[src/rtl/ninebit_tx_pkg.sv]
package ninebit_tx_pkg;
   typedef enum logic [1:0] {
      PH_IDLE  = 2'd0,
      PH_WAIT  = 2'd1,
      PH_START = 2'd2,
      PH_DATA  = 2'd3
   } tx_phase_t;
endpackage

[src/rtl/ntx_shifter.sv]
module ntx_shifter #(
   parameter int W = 9
) (
   input  logic         clk,
   input  logic         rst_n,
   input  logic         load,
   input  logic [W-1:0] load_val,
   input  logic         shift,
   output logic         lsb,
   output logic         at_last,
   output logic [W-1:0] frame
);
   localparam int UW = W - 1;

   logic [W-1:0] sreg;
   logic         marked;

   always_ff @(posedge clk or negedge rst_n) begin
      if (!rst_n) begin
         sreg   <= '1;
         marked <= 1'b0;
      end else if (load) begin
         sreg   <= load_val;
         marked <= 1'b0;
      end else if (shift) begin
         // first shift brings in the marker one, later shifts bring zeros
         sreg   <= {~marked, sreg[W-1:1]};
         marked <= 1'b1;
      end
   end

   assign lsb     = sreg[0];
   assign at_last = marked && (sreg[W-1:1] == UW'(1));
   assign frame   = sreg;
endmodule

[src/rtl/ntx_sequencer.sv]
module ntx_sequencer
   import ninebit_tx_pkg::*;
(
   input  logic      clk,
   input  logic      rst_n,
   input  logic      tick,
   input  logic      wr_req,
   input  logic      at_last,
   output tx_phase_t phase,
   output logic      load,
   output logic      shift,
   output logic      set_done
);
   tx_phase_t phase_q, phase_d;

   assign load     = wr_req && (phase_q == PH_IDLE);
   assign shift    = tick && (phase_q == PH_DATA);
   assign set_done = shift && at_last;

   always_comb begin
      phase_d = phase_q;
      unique case (phase_q)
         PH_IDLE:  if (load) phase_d = PH_WAIT;
         PH_WAIT:  if (tick) phase_d = PH_START;
         PH_START: if (tick) phase_d = PH_DATA;
         PH_DATA:  if (set_done) phase_d = PH_IDLE;
         default:  phase_d = PH_IDLE;
      endcase
   end

   always_ff @(posedge clk or negedge rst_n) begin
      if (!rst_n) phase_q <= PH_IDLE;
      else        phase_q <= phase_d;
   end

   assign phase = phase_q;
endmodule

[src/rtl/ntx_done_flag.sv]
module ntx_done_flag (
   input  logic clk,
   input  logic rst_n,
   input  logic set,
   input  logic clr,
   output logic q
);
   always_ff @(posedge clk or negedge rst_n) begin
      if (!rst_n)   q <= 1'b0;
      else if (set) q <= 1'b1;
      else if (clr) q <= 1'b0;
   end
endmodule

[src/rtl/ninebit_frame_tx.sv]
module ninebit_frame_tx
   import ninebit_tx_pkg::*;
#(
   parameter int DATA_W  = 8,
   parameter bit OUT_REG = 1'b0
) (
   input  logic              clk,
   input  logic              rst_n,
   input  logic              bit_tick,
   input  logic              wr_stb,
   input  logic [DATA_W-1:0] wr_data,
   input  logic              wr_bit9,
   input  logic              tx_clr,
   output logic              txd,
   output logic              tx_done
);
   localparam int SW = DATA_W + 1;

   if (DATA_W < 2) begin : g_bad_width
      $error("ninebit_frame_tx: DATA_W must be at least 2");
   end

   tx_phase_t     phase;
   logic          load, shift, set_done, lsb, at_last, line_c;
   logic [SW-1:0] frame;

   ntx_sequencer u_seq (
      .clk      (clk),
      .rst_n    (rst_n),
      .tick     (bit_tick),
      .wr_req   (wr_stb),
      .at_last  (at_last),
      .phase    (phase),
      .load     (load),
      .shift    (shift),
      .set_done (set_done)
   );

   ntx_shifter #(.W(SW)) u_shf (
      .clk      (clk),
      .rst_n    (rst_n),
      .load     (load),
      .load_val ({wr_bit9, wr_data}),
      .shift    (shift),
      .lsb      (lsb),
      .at_last  (at_last),
      .frame    (frame)
   );

   ntx_done_flag u_done (
      .clk   (clk),
      .rst_n (rst_n),
      .set   (set_done),
      .clr   (tx_clr),
      .q     (tx_done)
   );

   always_comb begin
      unique case (phase)
         PH_START: line_c = 1'b0;
         PH_DATA:  line_c = lsb;
         default:  line_c = 1'b1;
      endcase
   end

   if (OUT_REG) begin : g_out_reg
      logic txd_q;
      always_ff @(posedge clk or negedge rst_n) begin
         if (!rst_n) txd_q <= 1'b1;
         else        txd_q <= line_c;
      end
      assign txd = txd_q;
   end else begin : g_out_comb
      assign txd = line_c;
   end
endmodule

[config.mk]
export PLATFORM = sky130hd
export DESIGN_NAME = ninebit_frame_tx
export DESIGN_NICKNAME = d
export VERILOG_FILES = /design/src/rtl/ninebit_tx_pkg.sv /design/src/rtl/ntx_shifter.sv /design/src/rtl/ntx_sequencer.sv /design/src/rtl/ntx_done_flag.sv /design/src/rtl/ninebit_frame_tx.sv
export SDC_FILE = /design/constraint.sdc
export NUM_CORES = 1
export LEC_CHECK = 0
export BUFFER_PORTS_ARGS = -buffer_cell sky130_fd_sc_hd__buf_2
export CORE_MARGIN = 8
export CORE_UTILIZATION = 50
export DETAILED_ROUTE_END_ITERATION = 8
export GPL_TIMING_DRIVEN = 0
export MAX_ROUTING_LAYER = met4
export PLACE_DENSITY = 0.82
export SYNTH_ARGS = -nofsm -noshare
export SYNTH_HDL_FRONTEND = slang
export SYNTH_SLANG_ARGS = --single-unit
export TNS_END_PERCENT = 1
[constraint.sdc]
create_clock -name clk -period 2.1 [get_ports clk]
set_input_delay 0.315 -clock clk [delete_from_list [all_inputs] [get_ports clk]]
set_output_delay 0.315 -clock clk [all_outputs]
set_load 0.05 [all_outputs]
==> flow_summary.ini <==
[timing]
hold_ws_ns = 0.221
report.final.slew_viol_count = 0
hold_viol = 0
min_period_ns = 1.89
rsz0062_at_grt = no
finalSetupTns_ns = 0
skew_ns = 0.00250
post-route-period-util = 0.899
slew_headroom = 0.691
setup_violations = 0
fmax_ghz = 0.530
worstMarginPinSlew_ns = 0.463
layout_setup_ws_ns = 0.211

[clocking]
root_buffer = clkbuf_4
cts_tree = yes
cts_made_buffers = 3
cts_setup_buffers = 0
holdBufCountCts = 1
htree_levels = 1
insertion_delay_ns = 0.28
clock_path_buffers = 2
post_cts_resized = 0
cts.sink_count = 13
cts.clk_slew.worst_paths_ns = 0.09

[route]
viasPerCell = 5.41
drt_iter0_drc = 5
wirelength_um = 1560
ant_nets = 0
wl_met1_um = 692
wl_met2_um = 768
highest_layer = met4
vias = 568
met3_length_um = 77
drtPass1Iterations = 3
wl_per_cell_um = 14.8
drc = 0

[setup_path]
critPathTopFamily = buffers and inverters
worstReg2RegEnd = u_shf.frame[8]$_DFFE_PN1P_
critPathArrivalTime_ns = 1.57
reg2reg_slack_ns = 0.23
crit_fanout = 5
crit_required_ns = 1.78
end_kind = output pin
worstSetupStartpointType = register
crit_type = register to output pin
regToRegStartpoint = u_seq.phase[0]$_DFFE_PN0P_
cp_slowest_stage_delay_ns = 0.42
slowest_stage = dfrtp_1
cp.buffers_inverters = 2
startpoint = u_seq.phase[1]$_DFFE_PN0P_
path_cells = ha_1, clkbuf_1, mux2i_1, buf_2
reg2reg_depth = 7

[job]
cap_violations = 0

[power]
leakage_nw = 0.406
total_power_mw = 1.23
peakVddDrop_uv = 686
cellPowerDensity_nw_per_um2 = 1480

[final_layout]
fin_area_sq_um = 835
area_growth_pct = 17.6
finalNetCount = 109
layout-drive-gt1-share = 0.322
fillCellCount = 115
num_antenna_cells = 0

[worst_hold_path]
min_path_cells = 2
hold_path_end = u_done.q$_DFFE_PN0P_
worstHoldPathType = input port to register
hp-start = tx_clr

[global_route]
grt_pass1_vias = 618
grt_pass1_wl_um = 2540
grt_remaining_overflow = 0
track_usage = 0.125
antenna_found_initial = 0
grt_max_degree = 14

[die]
boundaryPins = 16
fp.dieW_um = 53.7
dieArea_sq_um = 2880
die_height_um = 53.7
start_util = 0.538
row_count = 13
fp.coreArea_sq_um = 1320

[synth]
synth_fa_ha_area_frac = 0.0705
seq_area_frac_synth = 0.474
ys_warn_count = 0
ys_ff_latch = 13
synth_cells = 71
netlist.area_leader.share = 0.333
yosys-mux-area-fraction = 0.148
yosys.area_share.simple = 0.143
synth_area_sq_um = 709
synth_fp_nets = 89
synth-compound-area-share = 0.116
synth_top_family_by_area = multiplexers
yosysTopAreaCell = dfstp_2
avgSynthCellArea_sq_um = 9.99
synth_area_leaders = dfstp_2, dfrtp_1, mux2i_1, ha_1, o21ai_0
synthDistinctLibCells = 19
synth_xor_area_frac = 0

[place]
gp_congestion = 0.704
hpwl_um = 1170
post-place-ws_ns = 0.273
placed_area_sq_um = 798
port-buffer-count = 14

[run_status]
status = completed
## worst max-delay path by stage
stage	to	slack (ns)	cells after the start
after floorplan	txd	0.22	3
after global placement	u_shf.frame[0]$_DFFE_PN1P_	0.37	7
after detailed placement	u_shf.frame[8]$_DFFE_PN1P_	0.27	7
after CTS	txd	0.22	4
after global routing	u_shf.frame[8]$_DFFE_PN1P_	0.04	7
final	txd	0.21	4
## logic make-up after synthesis
logic type | Yosys count
compound gates | 15
flops | 13
buf+inv | 9
simple gates | 20
fa+ha+maj | 4
mux | 10
## synthesized netlist by cell type (all sizes together)
library cell / number
o22ai: 2
ha: 4
nor4b: 1
mux2i: 9
nand2: 11
mux2: 1
a21o: 1
clkbuf: 4
o21ai: 9
a21boi: 1
inv: 5
nand3: 1
nand4: 1
nor2: 4
nor4: 1
a21oi: 2
dfstp: 9
dfrtp: 4
and2: 1
## sequential cells by signal, summed over array words and instances, names as in the netlist
register / cells
u_shf.marked: 1
u_shf.frame: 9
u_done.q: 1
u_seq.phase: 2
## layout by cell type (no fill, tap or decap)
cell,instances
buf_2,14
nand2_1,11
mux2i_1,9
o21ai_0,9
dfstp_2,9
inv_1,5
clkbuf_1,5
nor2_1,4
ha_1,4
dfrtp_1,4
clkbuf_4,3
o22ai_1,2
a21oi_1,2
nand3_1,1
nor4b_2,1
nor4_2,1
and2_1,1
a21boi_0,1
nand4_1,1
a21o_1,1
mux2_4,1
dlygate4sd3_1,1
## worst reg2reg max path: cells and delay by family (launching register included)
family | cells | cell delay [ns]
fa+ha+maj | 1 | 0.18
buf+inv | 3 | 0.84
simple gates | 2 | 0.25
flops | 1 | 0.41
compound gates | 1 | 0.11
## per-layer routing
metal  GRT usage  vias to the layer above
met5           -                        -
met4      0.0756                        0
met3      0.0358                        4
met2       0.191                       13
met1       0.140                      275
li1            -                      276
## where the power goes
| part | switching [mW] | internal (mW) | leakage (nW) | total, mW |
|---|---|---|---|---|
| sequential | 0.104 | 0.426 | 0.144 | 0.530 |
| combinational | 0.304 | 0.233 | 0.248 | 0.537 |
| clock | 0.0910 | 0.0739 | 0.0150 | 0.165 |
| total | 0.499 | 0.733 | 0.406 | 1.23 |
## through the flow
step	utilization	std cells
detailed placement	0.606	100
finish	0.633	105
global placement	0.606	100
floorplan	-	71
CTS	0.633	105
global route	0.633	105
## layout make-up
class / instances / area (sq um) / share of cell area
multi-input cells: 49 / 339 / 0.406
repair buffers: 15 / 80.1 / 0.0960
well taps: 15 / 18.8 / 0.0225
clock buffers: 4 / 26.3 / 0.0315
inverters: 5 / 18.8 / 0.0225
plain buffers: 4 / 15.0 / 0.0180
flip-flops and latches: 13 / 337 / 0.403
Note: power is estimated with default switching activity, not from simulation.
